`config.mk`:
```
export PLATFORM = sky130hd
export DESIGN_NAME = ldinv_engine
export DESIGN_NICKNAME = d
export VERILOG_FILES = /design/src/rtl/ldinv_pkg.sv /design/src/rtl/ldinv_fifo.sv /design/src/rtl/ldinv_recip_div.sv /design/src/rtl/ldinv_engine.sv
export SDC_FILE = /design/constraint.sdc
export NUM_CORES = 2
export LEC_CHECK = 0
export BUFFER_PORTS_ARGS = -buffer_cell sky130_fd_sc_hd__buf_2
export CAP_MARGIN = 5
export CORE_MARGIN = 2
export CORE_UTILIZATION = 30
export DETAILED_ROUTE_END_ITERATION = 6
export HOLD_SLACK_MARGIN = 0.15
export SLEW_MARGIN = 0
export SYNTH_ARGS = -nofsm -noshare
export SYNTH_HDL_FRONTEND = slang
export SYNTH_HIERARCHICAL = 1
export SYNTH_SLANG_ARGS = --single-unit
```
`constraint.sdc`:
```
create_clock -name clk -period 10.85 [get_ports clk]
set_input_delay 0 -clock clk [delete_from_list [all_inputs] [get_ports clk]]
set_output_delay 0 -clock clk [all_outputs]
set_load 0.02 [all_outputs]
```
`src/rtl/ldinv_pkg.sv`:
```
package ldinv_pkg;

    typedef enum logic [2:0] {
        PH_IDLE      = 3'd0,
        PH_DIV_ISSUE = 3'd1,
        PH_DIV_WAIT  = 3'd2,
        PH_COL_INIT  = 3'd3,
        PH_ZERO_FILL = 3'd4,
        PH_SWEEP     = 3'd5,
        PH_FINISH    = 3'd6
    } phase_e;

endpackage

```
`src/rtl/ldinv_fifo.sv`:
```
module ldinv_fifo #(
    parameter int W     = 16,
    parameter int DEPTH = 4
) (
    input  logic         clk,
    input  logic         rst_n,
    input  logic         push,
    input  logic [W-1:0] din,
    input  logic         pop,
    output logic [W-1:0] dout,
    output logic         empty,
    output logic         full
);
    localparam int PW = (DEPTH > 1) ? $clog2(DEPTH) : 1;
    localparam int CW = $clog2(DEPTH + 1);

    typedef struct packed {
        logic [DEPTH-1:0][W-1:0] mem;
        logic [PW-1:0]           wp;
        logic [PW-1:0]           rp;
        logic [CW-1:0]           cnt;
    } fifo_st_t;

    fifo_st_t st_d, st_q;

    function automatic logic [PW-1:0] bump(input logic [PW-1:0] p);
        return (p == PW'(DEPTH - 1)) ? '0 : p + PW'(1);
    endfunction

    always_comb begin
        st_d = st_q;
        if (push) begin
            st_d.mem[st_q.wp] = din;
            st_d.wp           = bump(st_q.wp);
        end
        if (pop) begin
            st_d.rp = bump(st_q.rp);
        end
        if (push && !pop) begin
            st_d.cnt = st_q.cnt + CW'(1);
        end else if (pop && !push) begin
            st_d.cnt = st_q.cnt - CW'(1);
        end
    end

    always_ff @(posedge clk) begin
        if (!rst_n) begin
            st_q <= '0;
        end else begin
            st_q <= st_d;
        end
    end

    assign dout  = st_q.mem[st_q.rp];
    assign empty = (st_q.cnt == '0);
    assign full  = (st_q.cnt == CW'(DEPTH));

    // circulation must never lose or invent an entry
    p_no_overflow_r7: assert property (@(posedge clk) disable iff (!rst_n)
        (push && full) |-> pop);
    p_no_underflow_r7: assert property (@(posedge clk) disable iff (!rst_n)
        pop |-> !empty);

endmodule

```
`src/rtl/ldinv_recip_div.sv`:
```
module ldinv_recip_div #(
    parameter int W    = 16,
    parameter int FRAC = 12
) (
    input  logic         clk,
    input  logic         rst_n,
    input  logic         go,
    input  logic [W-1:0] den,
    output logic         valid,
    output logic [W-1:0] quo
);
    // Dividend is the constant 2^(2*FRAC); quotient needs QW >= W bits.
    localparam int QW   = 2 * FRAC + 1;
    localparam int CNTW = $clog2(QW + 1);
    localparam logic [QW-1:0] QMAX = QW'((2 ** (W - 1)) - 1);
    localparam logic [W-1:0]  SMAX = W'((2 ** (W - 1)) - 1);

    typedef struct packed {
        logic            busy;
        logic            valid;
        logic            neg;
        logic [CNTW-1:0] cnt;
        logic [W-1:0]    mag;
        logic [W:0]      rem;
        logic [QW-1:0]   dvd;
        logic [QW-1:0]   quo;
        logic [W-1:0]    res;
    } div_st_t;

    div_st_t st_d, st_q;
    logic [W:0]    shifted;
    logic [QW-1:0] qn;
    logic [W-1:0]  clamped;

    always_comb begin
        st_d       = st_q;
        st_d.valid = 1'b0;
        shifted    = {st_q.rem[W-1:0], st_q.dvd[QW-1]};
        qn         = '0;
        clamped    = '0;
        if (!st_q.busy) begin
            if (go) begin
                st_d.busy = 1'b1;
                st_d.neg  = den[W-1];
                st_d.mag  = den[W-1] ? (~den + W'(1)) : den;
                st_d.rem  = '0;
                st_d.dvd  = {1'b1, {(QW-1){1'b0}}};
                st_d.quo  = '0;
                st_d.cnt  = '0;
            end
        end else begin
            if (shifted >= {1'b0, st_q.mag}) begin
                st_d.rem = shifted - {1'b0, st_q.mag};
                qn       = {st_q.quo[QW-2:0], 1'b1};
            end else begin
                st_d.rem = shifted;
                qn       = {st_q.quo[QW-2:0], 1'b0};
            end
            st_d.quo = qn;
            st_d.dvd = st_q.dvd << 1;
            st_d.cnt = st_q.cnt + CNTW'(1);
            if (st_q.cnt == CNTW'(QW - 1)) begin
                st_d.busy  = 1'b0;
                st_d.valid = 1'b1;
                clamped    = (qn > QMAX) ? SMAX : qn[W-1:0];
                st_d.res   = st_q.neg ? (~clamped + W'(1)) : clamped;
            end
        end
    end

    always_ff @(posedge clk) begin
        if (!rst_n) begin
            st_q <= '0;
        end else begin
            st_q <= st_d;
        end
    end

    assign valid = st_q.valid;
    assign quo   = st_q.res;

    // clamped magnitude never reaches the most negative code
    p_quo_range_r4: assert property (@(posedge clk) disable iff (!rst_n)
        valid |-> (quo != {1'b1, {(W-1){1'b0}}}));
    // a new division is only requested while the divider is idle
    p_go_idle_r4: assert property (@(posedge clk) disable iff (!rst_n)
        go |-> !st_q.busy);

endmodule

```
`src/rtl/ldinv_engine.sv`:
```
module ldinv_engine #(
    parameter int N    = 4,
    parameter int W    = 16,
    parameter int FRAC = 12,
    localparam int AW  = (N > 1) ? $clog2(N) : 1
) (
    input  logic          clk,
    input  logic          rst_n,
    input  logic          ld_en,
    input  logic          ld_sel,
    input  logic [AW-1:0] ld_row,
    input  logic [AW-1:0] ld_col,
    input  logic [W-1:0]  ld_data,
    input  logic          start,
    output logic          busy,
    output logic          done,
    output logic          div_err,
    input  logic          rd_sel,
    input  logic [AW-1:0] rd_row,
    input  logic [AW-1:0] rd_col,
    output logic [W-1:0]  rd_data
);
    import ldinv_pkg::*;

    localparam int CW = $clog2(N + 1);
    localparam logic [W-1:0] ONE = W'(1 << FRAC);
    localparam logic signed [2*W:0] SAT_HI = (2*W+1)'((2 ** (W - 1)) - 1);
    localparam logic signed [2*W:0] SAT_LO = -SAT_HI - (2*W+1)'(1);

    typedef struct packed {
        phase_e                  phase;
        logic [CW-1:0]           idx;
        logic [CW-1:0]           dcnt;
        logic [AW-1:0]           col;
        logic [AW-1:0]           kk;
        logic [AW-1:0]           ii;
        logic                    err;
        logic                    done;
        logic [N-1:0][N-1:0][W-1:0] lm;
        logic [N-1:0][W-1:0]     dv;
        logic [N-1:0][N-1:0][W-1:0] pm;
        logic [N-1:0][W-1:0]     di;
        logic [W-1:0]            rd;
    } eng_st_t;

    eng_st_t st_d, st_q;

    logic         div_go, div_valid;
    logic [W-1:0] div_quo;
    logic         rf_push, rf_empty, rf_full;
    logic [W-1:0] rf_din, rf_dout;
    logic         af_push, af_pop, af_empty, af_full;
    logic [W-1:0] af_din, af_dout;
    logic [W-1:0] step_res;

    // acc - floor(l*p / 2^FRAC), clamped to the signed W-bit range
    function automatic logic [W-1:0] mul_sub(input logic [W-1:0] acc,
                                             input logic [W-1:0] l,
                                             input logic [W-1:0] p);
        logic signed [2*W-1:0] prod;
        logic signed [2*W:0]   diff;
        prod = $signed(l) * $signed(p);
        diff = {{(W+1){acc[W-1]}}, acc} - {prod[2*W-1], (prod >>> FRAC)};
        if (diff > SAT_HI) begin
            diff = SAT_HI;
        end else if (diff < SAT_LO) begin
            diff = SAT_LO;
        end
        return diff[W-1:0];
    endfunction

    ldinv_recip_div #(.W(W), .FRAC(FRAC)) u_div (
        .clk   (clk),
        .rst_n (rst_n),
        .go    (div_go),
        .den   (st_q.dv[st_q.idx[AW-1:0]]),
        .valid (div_valid),
        .quo   (div_quo)
    );

    ldinv_fifo #(.W(W), .DEPTH(N)) u_recip_fifo (
        .clk   (clk),
        .rst_n (rst_n),
        .push  (rf_push),
        .din   (rf_din),
        .pop   (!rf_empty),
        .dout  (rf_dout),
        .empty (rf_empty),
        .full  (rf_full)
    );

    ldinv_fifo #(.W(W), .DEPTH(N)) u_acc_fifo (
        .clk   (clk),
        .rst_n (rst_n),
        .push  (af_push),
        .din   (af_din),
        .pop   (af_pop),
        .dout  (af_dout),
        .empty (af_empty),
        .full  (af_full)
    );

    always_comb begin
        st_d     = st_q;
        div_go   = 1'b0;
        rf_push  = 1'b0;
        rf_din   = '0;
        af_push  = 1'b0;
        af_din   = '0;
        af_pop   = 1'b0;
        step_res = mul_sub(af_dout, st_q.lm[st_q.ii][st_q.kk], st_q.pm[st_q.kk][st_q.col]);

        // reciprocals leave their FIFO in arrival order
        if (!rf_empty) begin
            st_d.di[st_q.dcnt[AW-1:0]] = rf_dout;
            st_d.dcnt                  = st_q.dcnt + CW'(1);
        end

        if (rd_sel) begin
            st_d.rd = st_q.pm[rd_row][rd_col];
        end else begin
            st_d.rd = st_q.di[rd_row];
        end

        case (st_q.phase)
            PH_IDLE: begin
                if (ld_en) begin
                    if (ld_sel) begin
                        st_d.dv[ld_row] = ld_data;
                    end else if (ld_row > ld_col) begin
                        st_d.lm[ld_row][ld_col] = ld_data;
                    end
                end
                if (start) begin
                    st_d.pm    = '0;
                    st_d.err   = 1'b0;
                    st_d.done  = 1'b0;
                    st_d.idx   = '0;
                    st_d.dcnt  = '0;
                    st_d.phase = PH_DIV_ISSUE;
                end
            end
            PH_DIV_ISSUE: begin
                if (st_q.idx == CW'(N)) begin
                    st_d.col   = '0;
                    st_d.phase = PH_COL_INIT;
                end else if (st_q.dv[st_q.idx[AW-1:0]] == '0) begin
                    rf_push  = 1'b1;
                    st_d.err = 1'b1;
                    st_d.idx = st_q.idx + CW'(1);
                end else begin
                    div_go     = 1'b1;
                    st_d.phase = PH_DIV_WAIT;
                end
            end
            PH_DIV_WAIT: begin
                if (div_valid) begin
                    rf_push    = 1'b1;
                    rf_din     = div_quo;
                    st_d.idx   = st_q.idx + CW'(1);
                    st_d.phase = PH_DIV_ISSUE;
                end
            end
            PH_COL_INIT: begin
                st_d.pm[st_q.col][st_q.col] = ONE;
                if (st_q.col == AW'(N - 1)) begin
                    st_d.phase = PH_FINISH;
                end else begin
                    st_d.ii    = st_q.col + AW'(1);
                    st_d.phase = PH_ZERO_FILL;
                end
            end
            PH_ZERO_FILL: begin
                af_push = 1'b1;
                if (st_q.ii == AW'(N - 1)) begin
                    st_d.kk    = st_q.col;
                    st_d.ii    = st_q.col + AW'(1);
                    st_d.phase = PH_SWEEP;
                end else begin
                    st_d.ii = st_q.ii + AW'(1);
                end
            end
            PH_SWEEP: begin
                af_pop = 1'b1;
                if (st_q.ii == st_q.kk + AW'(1)) begin
                    st_d.pm[st_q.ii][st_q.col] = step_res;
                end else begin
                    af_push = 1'b1;
                    af_din  = step_res;
                end
                if (st_q.ii == AW'(N - 1)) begin
                    if (st_q.kk == AW'(N - 2)) begin
                        st_d.col   = st_q.col + AW'(1);
                        st_d.phase = PH_COL_INIT;
                    end else begin
                        st_d.kk = st_q.kk + AW'(1);
                        st_d.ii = st_q.kk + AW'(2);
                    end
                end else begin
                    st_d.ii = st_q.ii + AW'(1);
                end
            end
            PH_FINISH: begin
                if (st_q.dcnt == CW'(N)) begin
                    st_d.done  = 1'b1;
                    st_d.phase = PH_IDLE;
                end
            end
            default: st_d.phase = PH_IDLE;
        endcase
    end

    always_ff @(posedge clk) begin
        if (!rst_n) begin
            st_q <= '0;
        end else begin
            st_q <= st_d;
        end
    end

    assign busy    = (st_q.phase != PH_IDLE);
    assign done    = st_q.done;
    assign div_err = st_q.err;
    assign rd_data = st_q.rd;

    p_start_busy_r3: assert property (@(posedge clk) disable iff (!rst_n)
        (!busy && start) |=> busy);
    p_load_blocked_r2: assert property (@(posedge clk) disable iff (!rst_n)
        busy |=> ($stable(st_q.lm) && $stable(st_q.dv)));
    p_err_hold_r5: assert property (@(posedge clk) disable iff (!rst_n)
        (div_err && !(!busy && start)) |=> div_err);
    p_busy_done_excl_r9: assert property (@(posedge clk) disable iff (!rst_n)
        !(busy && done));
    p_sweep_has_acc_r7: assert property (@(posedge clk) disable iff (!rst_n)
        (st_q.phase == PH_SWEEP) |-> !af_empty);
    p_recip_room_r4: assert property (@(posedge clk) disable iff (!rst_n)
        rf_push |-> !rf_full);
    p_acc_room_r7: assert property (@(posedge clk) disable iff (!rst_n)
        (af_push && !af_pop) |-> !af_full);

    for (genvar gr = 0; gr < N; gr++) begin : g_diag_chk
        p_diag_one_r6: assert property (@(posedge clk) disable iff (!rst_n)
            done |-> (st_q.pm[gr][gr] == ONE));
        for (genvar gc = gr + 1; gc < N; gc++) begin : g_upper_chk
            p_upper_zero_r6: assert property (@(posedge clk) disable iff (!rst_n)
                done |-> (st_q.pm[gr][gc] == '0));
        end
    end

endmodule

```
==> summary.txt <==
die height -> 427.6 um
Placement Rows -> 155
min Tclk post-route -> 10350 ps
Synth Net Count -> 6072
area of the multi-input gates -> 32620 sq um
Cells after Synth -> 5631
Hold Path Class -> in2reg
RR Endpoint -> u_acc_fifo/st_q[16]
hold_sp -> ld_data[14]
CTS Buf Count -> 93
Hold Path End -> st_q[478]
Worst slew margin -> 8.766%
CP Max Fanout -> 10
cell mode on critical path -> fa_1
kind of critical path -> reg2reg
Final Max Tran Viols -> 0
status -> complete, no violations
DRT iter0 DRCs -> 3097
Layout Utilization -> 33.70%
Worst Tran Pin Value -> 1367 ps
Max Fclk -> 96.58 MHz
initial cell density of the core -> 30.17%
post-DP HPWL -> 105.6 mm
Worst R2R Start -> st_q[658]
Required @ worst endpoint -> 11510 ps
setup TNS -> 0 ps
worst-skew pair later-pin latency -> 730 ps
final hold violations -> 0
die area -> 182900 sq um
Post-Syn Area -> 53840 sq um
Nets -> 5977
critical path endpoint category -> register
root buffer cell -> clkbuf_16
drt total wl -> 158.1 mm
Post-DRT Antenna Nets -> 0
mean area per synthesized cell -> 9.561 sq um
total of max-cap violations -> 0
Power Density -> 146.4 nW/um^2
largest net degree at the start of global routing -> 138
Worst-path clk slew -> 60 ps
H-tree levels -> 3
Worst Hold Depth -> 4
WP data arrival -> 11010 ps
via count -> 41047
first-pass GRT wire length -> 244.5 mm
DRC violation count after routing -> 0
WL per Instance -> 19.85 um
Die W -> 427.6 um
Synth-to-Final Area Change -> 11.67%
vias in the first global route -> 41211
clk sinks -> 893
routability cong. -> 0.8731
DRT Pass-1 Iters -> 6
total grt overflow -> 0
Port Buffers -> 48
Reg2Reg Depth -> 41
r2r setup slk -> 500 ps
Sequential Area -> 17890 sq um
I/O pin cnt -> 49
layout cells sized above 1 -> 12.92%
Clock Skews -> 52.67 ps
CP max-delay cell -> fa_1
# fillers -> 18006
delay of the slowest critical-path stage -> 550 ps
maximum vdd drop -> 0.0001449 V
core area -> 178400 sq um
Tot GR Track Use -> 17.06%
critical path launch point type -> register
PnR Total Power -> 8.799 mW
Max Root-Sink Buffers -> 3
synth warn -> 6
endpoints failing setup -> 0
P_leak -> 22.20 nW
initial antenna violation count -> 8
Tcrit/Tclk final -> 95.43%
vias per inst -> 5.151
CTS tree -> done
## per-layer routing
metal,global-route usage (%),part of all wire [%],wire length [um],vias to the layer above
met1,21.39,42,65710,20494
met2,29.81,50,78360,1216
met4,5.901,3.3,5194,6
met5,0,0.027,42,-
met3,2.500,5.6,8837,293
li1,-,-,-,19038
## registers in the layout (all words and copies together), names as in the netlist
register,count
div_err,1
done,1
rd_data,16
st_q,655
u_acc_fifo/st_q,68
u_div/quo,16
u_div/shifted,17
u_div/st_q,47
u_div/valid,1
u_recip_fifo/st_q,71
## through the flow
stage                     worst slack (ps)  area [sq um]  hold WS (ps)  cells
after floorplan                      13.13         53840         153.8   5631
after global placement               254.6         56250         416.2   7736
after detailed placement             193.8         56250         415.3   7736
after CTS                            204.7         59840         265.2   7941
after global routing                -10.23         60120         333.6   7968
final                                496.0         60120         322.3   7968
## layout make-up
type,instances,area share [%]
Multi-Input combinational cell,3930,54.26
Sequential cell,893,29.76
Tap cell,2355,4.901
Clock buffer,136,4.510
Timing Repair Buffer,251,3.392
Inverter,367,2.298
Clock inverter,33,0.8678
Antenna cell,3,0.01249
## repair_timing
item / 4_1_cts / 5_1_grt
resized for setup: 0 / 13
endpoints found under the setup margin: 0 / 316
hold endpoints to repair: 465 / 0
setup buffers: 0 / 24
hold buffers: 36 / 0
## worst max-delay path, delay by kind of cell, from the launching register on
| kind | cells | cell delay (ps) |
|---|---|---|
| compound gates | 11 | 2180 |
| xor+xnor | 2 | 300 |
| fa+ha+maj | 8 | 3750 |
| buf+inv | 9 | 1060 |
| flops | 1 | 450 |
| mux | 1 | 520 |
| simple gates | 10 | 2030 |
## placed cells by master (no fill, tap or decap), types with 28 or more instances in the layout
cell / n
nand2b_1: 48
nor3b_1: 29
clkbuf_16: 96
inv_1: 363
a21boi_1: 97
dlygate4sd3_1: 36
a21oi_1: 95
nor2_1: 239
mux4_2: 262
fa_1: 264
nand2_1: 1120
o21ai_1: 28
ha_1: 147
a21o_1: 34
a22o_1: 228
buf_4: 153
nor2b_1: 211
mux2i_1: 135
and2_1: 58
nand3_1: 50
a21boi_0: 335
o21ai_0: 95
xnor2_1: 54
buf_2: 45
dfxtp_1: 888
## report_power, final
group	internal [mW]	total, mW	switching, mW
registers	3.34	3.43	0.0916
clock network	2.00	3.41	1.41
logic	0.642	1.96	1.32
## worst max-delay path by stage
| stage | start | to | slack, ps |
|---|---|---|---|
| finish | st_q[658] | u_acc_fifo/st_q[16] | 500 |
| global route | st_q[658] | u_acc_fifo/st_q[26] | -10 |
| CTS | st_q[660] | u_acc_fifo/st_q[41] | 200 |
| detailed placement | st_q[660] | u_acc_fifo/st_q[62] | 190 |
| global placement | st_q[660] | u_acc_fifo/st_q[43] | 250 |
| floorplan | st_q[660] | u_acc_fifo/st_q[27] | 10 |
(Power assumes the default switching activity.)
